### src/rtl/rtc_pkg.sv
// Shared types and constants for the real-time clock block.
// Assumes a 32-bit data bus and a fixed six-register map at 4-byte stride.
package rtc_pkg;

    // Packed time word; field positions are architectural
    typedef struct packed {
        logic [14:0] day;
        logic [4:0]  hour;
        logic [5:0]  min;
        logic [5:0]  sec;
    } rtc_time_t;

    typedef enum logic [1:0] {
        ACC_OK       = 2'b00,
        ACC_SIZE     = 2'b01,
        ACC_UNMAPPED = 2'b10
    } acc_status_e;

    // Register indices (offset / 4)
    localparam int REG_TIME  = 0;
    localparam int REG_IEN   = 1;
    localparam int REG_STAT  = 2;
    localparam int REG_SWCNT = 3;
    localparam int REG_ALARM = 4;
    localparam int REG_PREN  = 5;
    localparam int NUM_REGS  = 6;

    // Status bit positions
    localparam int ST_ALARM  = 0;
    localparam int ST_SWDONE = 1;
    localparam int ST_SEC    = 2;
    localparam int ST_MIN    = 3;
    localparam int ST_HOUR   = 4;
    localparam int ST_DAY    = 5;
    localparam int ST_LOADED = 14;

    localparam int REG16_W = 16;

endpackage

### src/rtl/rtc_prescaler.sv
// Divides the system clock down to a one-cycle tick every DIV cycles.
// Assumes DIV >= 2. The count restarts from zero whenever en is low.
module rtc_prescaler #(
    parameter int DIV = 32768
) (
    input  logic clk,
    input  logic rst_n,
    input  logic en,
    output logic tick
);
    localparam int CW = (DIV > 2) ? $clog2(DIV) : 1;
    localparam logic [CW-1:0] LAST = CW'(DIV - 1);

    logic [CW-1:0] cnt_q;

    assign tick = en && (cnt_q == LAST);

    // Count cycles while enabled; wrap at the last one, clear when disabled
    always_ff @(posedge clk) begin
        if (!rst_n || !en) begin
            cnt_q <= '0;
        end else if (cnt_q == LAST) begin
            cnt_q <= '0;
        end else begin
            cnt_q <= cnt_q + 1'b1;
        end
    end

    p_idle_clear_r3: assert property (@(posedge clk) disable iff (!rst_n)
        !en |=> (cnt_q == '0 && !tick));

endmodule

### src/rtl/rtc_timekeeper.sv
// Holds the packed time word and advances it by one second per tick.
// A load in the same cycle as a tick wins. Fields above their normal
// maximum are treated as at maximum for carry purposes.
module rtc_timekeeper
    import rtc_pkg::*;
(
    input  logic      clk,
    input  logic      rst_n,
    input  logic      tick,
    input  logic      ld,
    input  rtc_time_t ld_data,
    input  rtc_time_t alarm,
    output rtc_time_t time_q,
    output logic      evt_sec,
    output logic      evt_min,
    output logic      evt_hour,
    output logic      evt_day,
    output logic      evt_alarm
);
    rtc_time_t nxt;
    logic      sec_wrap;
    logic      min_wrap;
    logic      hour_wrap;
    logic      step;

    assign step = tick && !ld;

    // Compute the one-second successor and the carry chain
    always_comb begin
        sec_wrap  = (time_q.sec >= 6'd59);
        min_wrap  = sec_wrap && (time_q.min >= 6'd59);
        hour_wrap = min_wrap && (time_q.hour >= 5'd23);
        nxt       = time_q;
        nxt.sec   = sec_wrap ? 6'd0 : time_q.sec + 6'd1;
        if (sec_wrap) begin
            nxt.min = (time_q.min >= 6'd59) ? 6'd0 : time_q.min + 6'd1;
        end
        if (min_wrap) begin
            nxt.hour = (time_q.hour >= 5'd23) ? 5'd0 : time_q.hour + 5'd1;
        end
        if (hour_wrap) begin
            nxt.day = time_q.day + 15'd1;
        end
    end

    // Status events raised by a tick that actually advances the word
    assign evt_sec   = step;
    assign evt_min   = step && sec_wrap;
    assign evt_hour  = step && min_wrap;
    assign evt_day   = step && hour_wrap;
    assign evt_alarm = step && (nxt == alarm);

    // Time register: load from bus, else advance on tick
    always_ff @(posedge clk) begin
        if (!rst_n) begin
            time_q <= '0;
        end else if (ld) begin
            time_q <= ld_data;
        end else if (tick) begin
            time_q <= nxt;
        end
    end

    p_hold_no_tick_r3: assert property (@(posedge clk) disable iff (!rst_n)
        (!tick && !ld) |=> $stable(time_q));
    p_sec_wrap_r4: assert property (@(posedge clk) disable iff (!rst_n)
        (tick && !ld && time_q.sec >= 6'd59) |=> (time_q.sec == 6'd0));
    p_sec_inc_r4: assert property (@(posedge clk) disable iff (!rst_n)
        (tick && !ld && time_q.sec < 6'd59) |=> (time_q.sec == $past(time_q.sec) + 6'd1));
    p_day_step_r4: assert property (@(posedge clk) disable iff (!rst_n)
        (tick && !ld && time_q.hour < 5'd23) |=> (time_q.day == $past(time_q.day)));

endmodule

### src/rtl/rtc_stopwatch.sv
// Down-counter decremented once per tick; flags the 1-to-0 step and
// then rests at zero. A load in the same cycle as a tick wins.
module rtc_stopwatch #(
    parameter int W = 16
) (
    input  logic         clk,
    input  logic         rst_n,
    input  logic         tick,
    input  logic         ld,
    input  logic [W-1:0] ld_data,
    output logic [W-1:0] cnt_q,
    output logic         expire
);
    localparam logic [W-1:0] ONE = W'(1);

    assign expire = tick && !ld && (cnt_q == ONE);

    // Counter: load from bus, else decrement on tick while non-zero
    always_ff @(posedge clk) begin
        if (!rst_n) begin
            cnt_q <= '0;
        end else if (ld) begin
            cnt_q <= ld_data;
        end else if (tick && cnt_q != '0) begin
            cnt_q <= cnt_q - ONE;
        end
    end

    p_zero_rest_r7: assert property (@(posedge clk) disable iff (!rst_n)
        (cnt_q == '0 && !ld) |=> (cnt_q == '0));
    p_dec_r7: assert property (@(posedge clk) disable iff (!rst_n)
        (tick && !ld && cnt_q != '0) |=> (cnt_q == $past(cnt_q) - ONE));

endmodule

### src/rtl/rtc_top.sv
// Real-time clock peripheral: register decode, status/enable registers,
// interrupt output, and the prescaler, timekeeper and stopwatch.
// Assumes one access per cycle; reads are combinational in the access cycle,
// writes commit at the clock edge that ends it.
module rtc_top
    import rtc_pkg::*;
#(
    parameter int CLK_PER_TICK = 32768,
    parameter int ADDR_W       = 5
) (
    input  logic              clk,
    input  logic              rst_n,
    input  logic              bus_sel,
    input  logic              bus_wr,
    input  logic [ADDR_W-1:0] bus_addr,
    input  logic [2:0]        bus_size,
    input  logic [31:0]       bus_wdata,
    output logic [31:0]       bus_rdata,
    output logic [1:0]        bus_err,
    output logic              irq
);
    localparam int IDXW = ADDR_W - 2;
    localparam logic [REG16_W-1:0] KEEP_MASK = REG16_W'(1) << ST_LOADED;

    logic [IDXW-1:0]    idx;
    logic               size_ok;
    logic               map_ok;
    acc_status_e        acc;
    logic               wr_ok;
    logic [31:0]        lane_mask;
    logic               wr_time, wr_ien, wr_stat, wr_sw, wr_alarm, wr_pren;

    rtc_time_t          time_q;
    rtc_time_t          time_ld;
    rtc_time_t          alarm_q;
    logic [REG16_W-1:0] ien_q;
    logic [REG16_W-1:0] stat_q;
    logic [REG16_W-1:0] pren_q;
    logic [REG16_W-1:0] sw_q;
    logic [REG16_W-1:0] stat_set;
    logic [REG16_W-1:0] stat_clr;
    logic [31:0]        rd_raw;

    logic tick;
    logic evt_sec, evt_min, evt_hour, evt_day, evt_alarm, sw_expire;

    // Access decode: size check first, then offset check
    always_comb begin
        idx     = bus_addr[ADDR_W-1:2];
        size_ok = (bus_size == 3'd2) || (bus_size == 3'd4);
        map_ok  = (bus_addr[1:0] == 2'b00) && (int'(idx) < NUM_REGS);
        if (!bus_sel)      acc = ACC_OK;
        else if (!size_ok) acc = ACC_SIZE;
        else if (!map_ok)  acc = ACC_UNMAPPED;
        else               acc = ACC_OK;
    end

    assign bus_err   = acc;
    assign wr_ok     = bus_sel && bus_wr && (acc == ACC_OK);
    assign lane_mask = (bus_size == 3'd4) ? 32'hFFFF_FFFF : 32'h0000_FFFF;

    assign wr_time  = wr_ok && (idx == IDXW'(REG_TIME));
    assign wr_ien   = wr_ok && (idx == IDXW'(REG_IEN));
    assign wr_stat  = wr_ok && (idx == IDXW'(REG_STAT));
    assign wr_sw    = wr_ok && (idx == IDXW'(REG_SWCNT));
    assign wr_alarm = wr_ok && (idx == IDXW'(REG_ALARM));
    assign wr_pren  = wr_ok && (idx == IDXW'(REG_PREN));

    // Merge write data into the time word by access width
    assign time_ld = (time_q & ~lane_mask) | (bus_wdata & lane_mask);

    rtc_prescaler #(.DIV(CLK_PER_TICK)) u_presc (
        .clk   (clk),
        .rst_n (rst_n),
        .en    (pren_q[0]),
        .tick  (tick)
    );

    rtc_timekeeper u_time (
        .clk       (clk),
        .rst_n     (rst_n),
        .tick      (tick),
        .ld        (wr_time),
        .ld_data   (time_ld),
        .alarm     (alarm_q),
        .time_q    (time_q),
        .evt_sec   (evt_sec),
        .evt_min   (evt_min),
        .evt_hour  (evt_hour),
        .evt_day   (evt_day),
        .evt_alarm (evt_alarm)
    );

    rtc_stopwatch #(.W(REG16_W)) u_sw (
        .clk     (clk),
        .rst_n   (rst_n),
        .tick    (tick),
        .ld      (wr_sw),
        .ld_data (bus_wdata[REG16_W-1:0]),
        .cnt_q   (sw_q),
        .expire  (sw_expire)
    );

    // Plain read/write registers: enable mask, alarm, prescaler enable
    always_ff @(posedge clk) begin
        if (!rst_n) begin
            ien_q   <= '0;
            alarm_q <= '0;
            pren_q  <= '0;
        end else begin
            if (wr_ien)   ien_q   <= bus_wdata[REG16_W-1:0];
            if (wr_alarm) alarm_q <= (alarm_q & ~lane_mask) | (bus_wdata & lane_mask);
            if (wr_pren)  pren_q  <= bus_wdata[REG16_W-1:0];
        end
    end

    // Gather status set events and the software clear mask
    always_comb begin
        stat_set            = '0;
        stat_set[ST_ALARM]  = evt_alarm;
        stat_set[ST_SWDONE] = sw_expire;
        stat_set[ST_SEC]    = evt_sec;
        stat_set[ST_MIN]    = evt_min;
        stat_set[ST_HOUR]   = evt_hour;
        stat_set[ST_DAY]    = evt_day;
        stat_set[ST_LOADED] = wr_time;
        stat_clr = wr_stat ? (bus_wdata[REG16_W-1:0] & ~KEEP_MASK) : '0;
    end

    // Status register: clear-by-one, then set (set wins)
    always_ff @(posedge clk) begin
        if (!rst_n) begin
            stat_q <= '0;
        end else begin
            stat_q <= (stat_q & ~stat_clr) | stat_set;
        end
    end

    // Interrupt line
    assign irq = |(stat_q & ien_q);

    // Read mux, truncated for 16-bit reads, zero on any error
    always_comb begin
        case (int'(idx))
            REG_TIME:  rd_raw = time_q;
            REG_IEN:   rd_raw = {16'h0, ien_q};
            REG_STAT:  rd_raw = {16'h0, stat_q};
            REG_SWCNT: rd_raw = {16'h0, sw_q};
            REG_ALARM: rd_raw = alarm_q;
            REG_PREN:  rd_raw = {16'h0, pren_q};
            default:   rd_raw = '0;
        endcase
        if (!bus_sel || bus_wr || acc != ACC_OK) begin
            bus_rdata = '0;
        end else begin
            bus_rdata = rd_raw & lane_mask;
        end
    end

    p_loaded_sticky_r8: assert property (@(posedge clk) disable iff (!rst_n)
        stat_q[ST_LOADED] |=> stat_q[ST_LOADED]);
    p_err_no_write_r10: assert property (@(posedge clk) disable iff (!rst_n)
        (bus_sel && bus_wr && bus_err != 2'b00)
            |=> ($stable(ien_q) && $stable(alarm_q) && $stable(pren_q)));
    p_size_first_r11: assert property (@(posedge clk) disable iff (!rst_n)
        (bus_sel && bus_size != 3'd2 && bus_size != 3'd4) |-> (bus_err == 2'b01));
    p_mask_quiet_r9: assert property (@(posedge clk) disable iff (!rst_n)
        (ien_q == '0) |-> !irq);

endmodule

### config.mk
export PLATFORM = sky130hd
export DESIGN_NAME = rtc_top
export DESIGN_NICKNAME = d
export VERILOG_FILES = /design/src/rtl/rtc_pkg.sv /design/src/rtl/rtc_prescaler.sv /design/src/rtl/rtc_timekeeper.sv /design/src/rtl/rtc_stopwatch.sv /design/src/rtl/rtc_top.sv
export SDC_FILE = /design/constraint.sdc
export NUM_CORES = 1
export LEC_CHECK = 0
export BUFFER_PORTS_ARGS = -buffer_cell sky130_fd_sc_hd__buf_2
export CELL_PAD_IN_SITES_DETAIL_PLACEMENT = 2
export CELL_PAD_IN_SITES_GLOBAL_PLACEMENT = 2
export CORE_MARGIN = 5
export CORE_UTILIZATION = 35
export DETAILED_ROUTE_END_ITERATION = 8
export GPL_TIMING_DRIVEN = 0
export PLACE_DENSITY = 0.89
export SETUP_SLACK_MARGIN = 0.1
export SYNTH_ARGS = -nofsm -noshare
export SYNTH_HDL_FRONTEND = slang
export SYNTH_SLANG_ARGS = --single-unit
export TNS_END_PERCENT = 50
### constraint.sdc
create_clock -name clk -period 3.4 [get_ports clk]
set_clock_uncertainty 0.15 [all_clocks]
set_input_delay 0.68 -clock clk [delete_from_list [all_inputs] [get_ports clk]]
set_output_delay 0.68 -clock clk [all_outputs]
set_load 0.01 [all_outputs]
==> results_dict.tcl, run 1 <==
set metrics [dict create \
    core-area_sq_um 23300 \
    synth_edf_count 0 \
    slowest_stage "nor3b_4" \
    dieArea_sq_um 26700 \
    clk_path_buf_depth 2 \
    ios 79 \
    final_nets 1225 \
    fmax_mhz 299 \
    hold_class "reg -> reg" \
    dieHeight_um 163 \
    dpl_worst_slack_ns -0.672 \
    holdWs_ns 0.316 \
    rsz0062_at_grt "yes" \
    final_common_cell "nand2_1" \
    grt.total_usage_pct 29.1 \
    p_leak_uw 0.00352 \
    cts_buffers 17 \
    num_vias 9280 \
    synth_warnings 0 \
    drive_above_1_share_pct 15.0 \
    final_cell_mix "nand2_1 (214), dfxtp_1 (141), buf_2 (85)" \
    grt-ovfl-total 0 \
    rows 56 \
    finalHoldViolCount 0 \
    status "finished clean" \
    grt_pass1_wl_um 59400 \
    yosys_register_bits 143 \
    max-vdd-ir-drop_mv 0.361 \
    finalSetupTns_ns 0 \
    drtAntennaViolNets 0 \
    yosys.area.top_type_share_pct 34.8 \
    initial_core_util_pct 35.3 \
    crit_path_end_kind "output pin" \
    cp_max_fo 10 \
    syn-num-nets 1122 \
    timing.critical_path.buf_inv 3 \
    synth_ff_type "dfxtp_1" \
    cts_hold_buf 0 \
    diodes 0 \
    drc 0 \
    syn_area_sq_um 8230 \
    routed_wl_um 40400 \
    clk-insertion-delay-late_ns 0.46 \
    synth.distinct_cells 69 \
    drv_cap 0 \
    syn_inst 1071 \
    firstDrtPassIters 5 \
    gp_congestion 0.887 \
    path_cells "buf_2, nor3b_4, clkbuf_2, a22oi_1, a31oi_1, buf_2" \
    worstPathRequired_ns 2.57 \
    fillCellCount 2695 \
    min_period_ns 3.34 \
    yosysSeqAreaShare_pct 34.8 \
    clk_pin_slew_worst_paths_ns 0.07 \
    cts_sinks 143 \
    slew_violations 0 \
    cts_tree "done" \
    crit_arrival_ns 2.51 \
    critPathKind "in -> out" \
    first_global_vias 9757 \
    grt_max_degree 17 \
    startpoint_type "input pin" \
    utilization_pct 42.2 \
    relSlewSlack_pct 30.7 \
    viasPerCell 6.16 \
    pwr_density_cell_nw_per_um2 396 \
    setup_ws_ns 0.0594 \
    syn_area_per_cell_sq_um 7.68 \
    path_common_cell "buf_2" \
    critPathMaxStageDelay_ns 0.55 \
    crit_family "buffers and inverters" \
    dp_hpwl_um 27100 \
    die_w_um 163 \
    async_flop_share_pct 0 \
    wire_per_inst_um 26.8 \
    htreeDepth 4 \
    syn_to_final_growth_pct 19.8 \
    worstMarginPinSlew_ns 1.03 \
    synth_area_leaders "dfxtp_1 (35%), nand2_1 (9.8%), a22oi_1 (6.1%)" \
    antenna_found_initial 3 \
    fin_crit_sh_pct 98.3 \
    finalSetupViolCount 0 \
    portBuffers 76 \
    clockRootBuffer "clkbuf_16" \
    drtIter0Drc 794 \
    yosys.area.top_type "dfxtp_1" \
]
tightest hold or removal path: cells and delay by family (launching register included):
| kind | cells | cell delay, ns |
|---|---|---|
| DFF | 1 | 0.32 |
| and+or+nand+nor | 1 | 0.05 |
| AOI/OAI and AO/OA | 1 | 0.05 |
per-stage QoR:
step,std cells,total power (uW),cell area (sq um)
detailed placement,1466,1920,9010
global route,1506,3980,9860
floorplan,1071,1810,8230
finish,1506,3900,9860
global placement,1466,1910,9010
CTS,1502,3880,9740
layout make-up:
cell class,count,area (sq um),share of cell area [%]
timing repair buffer,84,465,4.72
inverter,14,52.6,0.533
clock inverter,13,154,1.56
clock buffer,19,443,4.49
tap,319,399,4.05
sequential,143,2870,29.1
multi-input combinational,837,5120,52.0
buffer,77,353,3.58
where the power goes:
group	internal, uW	switching [uW]
clock	1120	881
sequential	1680	4.12
combinational	67.3	159
total	2860	1040
synth_stat cells, types with 7 or more instances:
master,instances
and4_1,9
a22oi_1,67
o211a_1,12
a31oi_1,23
a21oi_1,77
nor2b_1,8
xor2_1,16
nor3_1,13
clkbuf_1,62
mux2i_1,9
o21ai_0,61
and2_1,15
a21boi_1,9
nand2_1,214
a211oi_1,9
and3_1,14
nor2_1,82
ha_1,7
nand4_1,10
dfxtp_1,143
nand3_1,25
a21boi_0,31
buf_2,9
xnor2_1,43
inv_1,13
logic make-up (layout without fill, tap and decap cells):
group | after synthesis | in the layout | synth area share [%]
and+or+nand+nor | 425 | 425 | 23.9
DFF | 143 | 143 | 34.8
AOI/OAI and AO/OA | 334 | 334 | 27.4
buffers and inverters | 91 | 207 | 4.62
muxes | 9 | 9 | 1.09
xor gates and xnor gates | 62 | 62 | 7.12
adders and majority gates | 7 | 7 | 1.06
timing repair:
item                                    CTS  global route
endpoints found under the setup margin   64            25
pin swaps                                 3             2
buffers inserted                          4             4
gates resized for setup                  26            24
layer usage:
layer | track usage, % | vias up | part of all wire (%)
met3 | 4.59 | 142 | 6.5
li1 | - | 4038 | -
met4 | 11.3 | 4 | 4.5
met2 | 50.3 | 436 | 49
met1 | 36.4 | 4660 | 40
met5 | 0 | - | 0.084
path summary, 6_finish.rpt:
kind                                                     from                     end  slack (ns)  cells past startpoint
worst max-delay path                              bus_addr[2]            bus_rdata[4]        0.06                      6
worst min-delay path                   pren_q[8]$_SDFFE_PN0P_  pren_q[8]$_SDFFE_PN0P_        0.32                      2
worst max register to register  u_time.time_q[6]$_SDFFE_PN0P_    stat_q[0]$_SDFF_PN0_        0.19                      9
worst min register to register         pren_q[8]$_SDFFE_PN0P_  pren_q[8]$_SDFFE_PN0P_        0.32                      2
No activity file was read; power rests on OpenSTA's default activity.
==> run 2, diff against run 1 <==
CORE_UTILIZATION = 36   (was 35)
SYNTH_HIERARCHICAL = 1   (was not set)
==> results_dict.tcl, run 2 <==
set metrics [dict create \
    status "finished with violations" \
    violations "negative setup slack" \
    utilization_pct 43.5 \
    syn_area_sq_um 9170 \
    firstDrtPassIters 5 \
    final_nets 1290 \
    viasPerCell 6.69 \
    syn-num-nets 1183 \
    min_period_ns 3.54 \
    portBuffers 77 \
    antenna_found_initial 1 \
    drive_above_1_share_pct 20.9 \
    dieArea_sq_um 28800 \
    syn_area_per_cell_sq_um 8.10 \
    fillCellCount 2834 \
    drv_cap 0 \
    setup_ws_ns -0.136 \
    worstMarginPinSlew_ns 1.03 \
    yosys.area.top_type "dfxtp_1" \
    clk_pin_slew_worst_paths_ns 0.08 \
    cts_tree "done" \
    yosys_register_bits 143 \
    drtIter0Drc 1137 \
    cts_buffers 17 \
    path_common_cell "o21ai_1" \
    grt.total_usage_pct 31.2 \
    async_flop_share_pct 0 \
    clk-insertion-delay-late_ns 0.45 \
    yosysSeqAreaShare_pct 31.2 \
    final_common_cell "nand2_1" \
    synth_common_cells "nand2_1 (156), dfxtp_1 (143), o21ai_0 (79)" \
    crit_arrival_ns 3.76 \
    dpl_worst_slack_ns -0.940 \
    synth_ff_type "dfxtp_1" \
    first_global_vias 11178 \
    synth_edf_count 0 \
    yosys.area.top_type_share_pct 31.2 \
    grt_pass1_wl_um 68900 \
    max-vdd-ir-drop_mv 0.287 \
    die_w_um 170 \
    syn_inst 1132 \
    synth_warnings 6 \
    synth.most_common_cell "nand2_1" \
    crit_path_end_kind "flop" \
    synth.distinct_cells 93 \
    num_vias 10593 \
    slew_violations 0 \
    routed_wl_um 49800 \
    worstPathRequired_ns 3.63 \
    syn_to_final_growth_pct 19.2 \
    dp_hpwl_um 31500 \
    relSlewSlack_pct 30.4 \
    cts_sinks 143 \
    critPathKind "reg -> reg" \
    initial_core_util_pct 36.5 \
    fin_crit_sh_pct 104 \
    finalSetupViolCount 2 \
    ios 79 \
    rsz0062_at_grt "yes" \
    hold_class "reg -> reg" \
    synth_area_leaders "dfxtp_1 (31%), nand2_1 (6.4%), mux2i_1 (5.9%)" \
    ff_latch_area_sq_um 2880 \
    slowest_stage "or4b_1" \
    path_cells "buf_2, o2111a_1, nand2_2, nor4b_4, xnor2_1, o21ai_1, or4b_1, nor4_4, o21ai_1, a31oi_1" \
    p_leak_uw 0.00437 \
    drtAntennaViolNets 0 \
    htreeDepth 4 \
    clockRootBuffer "clkbuf_16" \
    clk_path_buf_depth 2 \
    cp_max_fo 10 \
    grt_max_degree 18 \
    rows 58 \
    multi_input_area_sq_um 6020 \
    pwr_density_cell_nw_per_um2 357 \
    drc 0 \
    core-area_sq_um 25100 \
    final_cell_mix "nand2_1 (154), dfxtp_1 (135), buf_2 (88)" \
    wire_per_inst_um 31.4 \
    grt-ovfl-total 0 \
    finalHoldViolCount 0 \
    startpoint_type "flop" \
    fmax_mhz 283 \
    critPathMaxStageDelay_ns 0.61 \
    dieHeight_um 170 \
    gp_congestion 0.953 \
]
[run 2: changes by cell type after synthesis, sizes merged, moves of 22 or more]
cell    previous run  this run
a21boi            40         3
a21oi             78        50
a22oi             67        21
mux2               0        30
mux2i              9        54
nand2            215       158
nand3             25        59
o21ai             61        83
[run 2: repair_timing]
action / in CTS / in global routing
setup endpoints to repair: 75 / 26
setup buffers: 5 / 6
pin swaps: 6 / 10
hold buffers: 0 / 0
gates resized for setup: 43 / 49
[run 2: where the power goes]
| part | switching (uW) | internal (uW) |
|---|---|---|
| Sequential | 4.04 | 1670 |
| Combinational | 189 | 70.4 |
| Clock | 932 | 1030 |
[run 2: worst max-delay path: cells and delay by family, from the launching register on]
kind / cells / cell delay, ns
AND/OR/NAND/NOR: 4 / 1.67
XOR/XNOR: 1 / 0.20
buffers and inverters: 1 / 0.32
flip-flops: 1 / 0.41
AO/OA/AOI/OAI: 4 / 0.70
[run 2: layout make-up]
| class | count | share of cell area (%) |
|---|---|---|
| Clock buffer | 17 | 3.89 |
| Sequential cell | 143 | 26.3 |
| Antenna cell | 1 | 0.0229 |
| Buffer | 81 | 4.11 |
| Multi-Input combinational cell | 879 | 55.1 |
| Inverter | 29 | 1.01 |
| Tap cell | 330 | 3.78 |
| Clock inverter | 15 | 1.37 |
| Timing Repair Buffer | 88 | 4.40 |
[run 2: logic make-up (layout without fill, tap and decap cells)]
| group | after synthesis | in the layout | share of synthesized area, % |
|---|---|---|---|
| buf+inv | 110 | 230 | 5.47 |
| xor+xnor | 64 | 64 | 6.11 |
| other cells | 0 | 1 | 0 |
| flops | 143 | 143 | 31.2 |
| fa+ha+maj | 7 | 7 | 0.955 |
| compound gates | 275 | 275 | 20.2 |
| mux | 88 | 88 | 10.6 |
| simple gates | 445 | 445 | 25.5 |
[run 2: metal layers]
| layer | vias up | wire, um | GRT usage (%) |
|---|---|---|---|
| met5 | - | 20 | 0 |
| met4 | 2 | 2910 | 14.2 |
| met3 | 215 | 4160 | 6.06 |
| met2 | 730 | 23200 | 51.4 |
| met1 | 5280 | 19500 | 39.3 |
| li1 | 4366 | - | - |
[run 2: final timing paths]
check                                              startpoint                          end  slack (ns)  depth (start not counted)
worst max-delay path            u_time/time_q[2]$_SDFFE_PN0P_         stat_q[0]$_SDFF_PN0_       -0.14                         10
worst min-delay path              u_presc/cnt_q[0]$_SDFF_PP0_  u_presc/cnt_q[0]$_SDFF_PP0_        0.31                          1
worst min register to register    u_presc/cnt_q[0]$_SDFF_PP0_  u_presc/cnt_q[0]$_SDFF_PP0_        0.31                          1
worst max register to register  u_time/time_q[2]$_SDFFE_PN0P_         stat_q[0]$_SDFF_PN0_       -0.14                         10
[run 2: per-stage QoR]
step / total power [uW] / TNS [ns] / instances / area, sq um / hold WS, ns
2_1_floorplan: 1830 / 0 / 1132 / 9170 / 0.272
3_3_place_gp: 1940 / -22.37 / 1539 / 9970 / 0.287
3_5_place_dp: 1950 / -30.11 / 1539 / 9970 / 0.303
4_1_cts: 3870 / -0.0202 / 1576 / 10800 / 0.306
5_1_grt: 3990 / -0.134 / 1582 / 10900 / 0.318
6_report: 3900 / -0.172 / 1583 / 10900 / 0.310
==> run 3, diff against run 2 <==
--- a/config.mk
+++ b/config.mk
@@ -6,4 +6,5 @@
 export NUM_CORES = 1
 export LEC_CHECK = 0
+export ABC_CLOCK_PERIOD_IN_PS = 3400
 export BUFFER_PORTS_ARGS = -buffer_cell sky130_fd_sc_hd__buf_2
 export CELL_PAD_IN_SITES_DETAIL_PLACEMENT = 2
--- a/constraint.sdc
+++ b/constraint.sdc
@@ -3,3 +3,3 @@
 set_input_delay 0.68 -clock clk [delete_from_list [all_inputs] [get_ports clk]]
 set_output_delay 0.68 -clock clk [all_outputs]
-set_load 0.01 [all_outputs]
+set_load 0.1 [all_outputs]
==> results_dict.tcl, run 3 (synthesis gave the netlist of run 2 again) <==
set metrics [dict create \
    status "finished with violations" \
    violations "negative setup slack" \
    cts_sinks 143 \
    critPathMaxStageDelay_ns 0.49 \
    portBuffers 77 \
    max-vdd-ir-drop_mv 0.283 \
    dpl_worst_slack_ns -0.995 \
    startpoint_type "flop" \
    final_nets 1291 \
    diodes 0 \
    critPathKind "reg -> reg" \
    timing.critical_path.buf_inv 3 \
    htreeDepth 4 \
    dieHeight_um 170 \
    stdcell_count 1583 \
    cts_buffers 17 \
    dp_cells 1539 \
    first_global_vias 11786 \
    final_cell_mix "nand2_1 (154), dfxtp_1 (133), o21ai_0 (78)" \
    firstDrtPassIters 6 \
    crit_path_end_kind "flop" \
    antenna_found_initial 1 \
    die_w_um 170 \
    p_total_uw 4000 \
    multi_input_area_sq_um 6190 \
    min_period_ns 3.52 \
    grt_max_degree 18 \
    setup_ws_ns -0.118 \
    p_leak_uw 0.00441 \
    drc 0 \
    holdWs_ns 0.312 \
    clockRootBuffer "clkbuf_16" \
    hold_class "reg -> reg" \
    grt-ovfl-total 0 \
    slowest_stage "a2111oi_4" \
    crit_arrival_ns 3.73 \
    worst_r2r_path_depth 13 \
    fin_crit_sh_pct 103 \
    finalHoldViolCount 0 \
    grtUsageMet3_pct 8.53 \
    clk_pin_slew_worst_paths_ns 0.08 \
    routed_wl_um 50700 \
    cts_hold_buf 0 \
    gr-usage-met2_pct 56.4 \
    slew_violations 0 \
    initial_core_util_pct 36.5 \
    rows 58 \
    grt_util_met1_pct 41.7 \
    viasPerCell 6.74 \
    hold_depth 1 \
    syn_to_final_growth_pct 22.6 \
    ff_latch_area_sq_um 2890 \
    clk_path_buf_depth 2 \
    num_vias 10677 \
    drv_cap 0 \
    crit_family "compound AO/OA/AOI/OAI gates" \
    worstPathRequired_ns 3.61 \
    final_common_cell "nand2_1" \
    clk-insertion-delay-late_ns 0.46 \
    finalSetupViolCount 1 \
    fmax_mhz 284 \
    path_cells "ha_1, buf_6, o2111ai_4, buf_12, nor2_4, buf_6, o21ai_1, xor2_1, a2111oi_4, nand4_1, nor4_4, o21ai_1, a31oi_1" \
    worstMarginPinSlew_ns 0.966 \
    dieArea_sq_um 28800 \
    cp.depth 13 \
    fillCellCount 2835 \
    cts_tree "done" \
    utilization_pct 44.8 \
    cp_max_fo 10 \
    drtIter0Drc 1045 \
    grt-busiest-layer "met2" \
    ios 79 \
    drtAntennaViolNets 0 \
    rsz0062_at_grt "yes" \
    wire_per_inst_um 32.0 \
    grt_pass1_wl_um 75800 \
    relSlewSlack_pct 34.7 \
    gp_congestion 0.945 \
    drive_above_1_share_pct 23.9 \
    pwr_density_cell_nw_per_um2 355 \
    core-area_sq_um 25100 \
    dp_hpwl_um 31600 \
    grt.total_usage_pct 34.6 \
]
## run 3: stage by stage
| step | area (sq um) | setup TNS, ns |
|---|---|---|
| final | 11200 | -0.118 |
| after global routing | 11200 | -0.158 |
| after CTS | 11100 | 0 |
| after detailed placement | 10100 | -42.90 |
| after global placement | 10100 | -35.69 |
| after floorplan | 9350 | -3.14 |
## run 3: where the power goes
group	internal, uW	total, uW	switching [uW]
combinational	74.3	286	212
clock	1050	2030	983
sequential	1670	1680	3.61
## run 3: area by class of cell
| class | count | area share (%) |
|---|---|---|
| plain buffers | 81 | 4.25 |
| clock buffers | 17 | 3.78 |
| clock inverters | 15 | 1.54 |
| inverters | 29 | 0.979 |
| multi-input cells | 879 | 55.1 |
| flip-flops and latches | 143 | 25.7 |
| well taps | 330 | 3.67 |
| repair buffers | 89 | 5.04 |
## run 3: path summary, 6_finish.rpt
path                                 start                     endpoint  slack [ns]
min reg2reg    u_presc/cnt_q[0]$_SDFF_PP0_  u_presc/cnt_q[0]$_SDFF_PP0_        0.31
min            u_presc/cnt_q[0]$_SDFF_PP0_  u_presc/cnt_q[0]$_SDFF_PP0_        0.31
max reg2reg  u_time/time_q[0]$_SDFFE_PN0P_         stat_q[0]$_SDFF_PN0_       -0.12
max          u_time/time_q[0]$_SDFFE_PN0P_         stat_q[0]$_SDFF_PN0_       -0.12
## run 3: worst register-to-register path, delay by kind of cell (launching register included)
family,cells,cell delay (ns)
flops,1,0.40
compound gates,5,1.14
xor+xnor,1,0.19
buf+inv,3,0.54
fa+ha+maj,1,0.18
simple gates,3,0.82
## run 3: repair_timing
item                       in CTS  in global routing
setup endpoints to repair      75                 46
pin swaps                      11                  7
setup buffers                   8                  4
resized for setup              87                 46
gates cloned                    0                  0
hold endpoints to repair        0                  0
## run 3: routing by layer
layer / up-vias / part of all wire (%)
met5: - / 0
met4: 0 / 6.0
met3: 226 / 9.2
met2: 751 / 46
met1: 5343 / 38
li1: 4357 / -
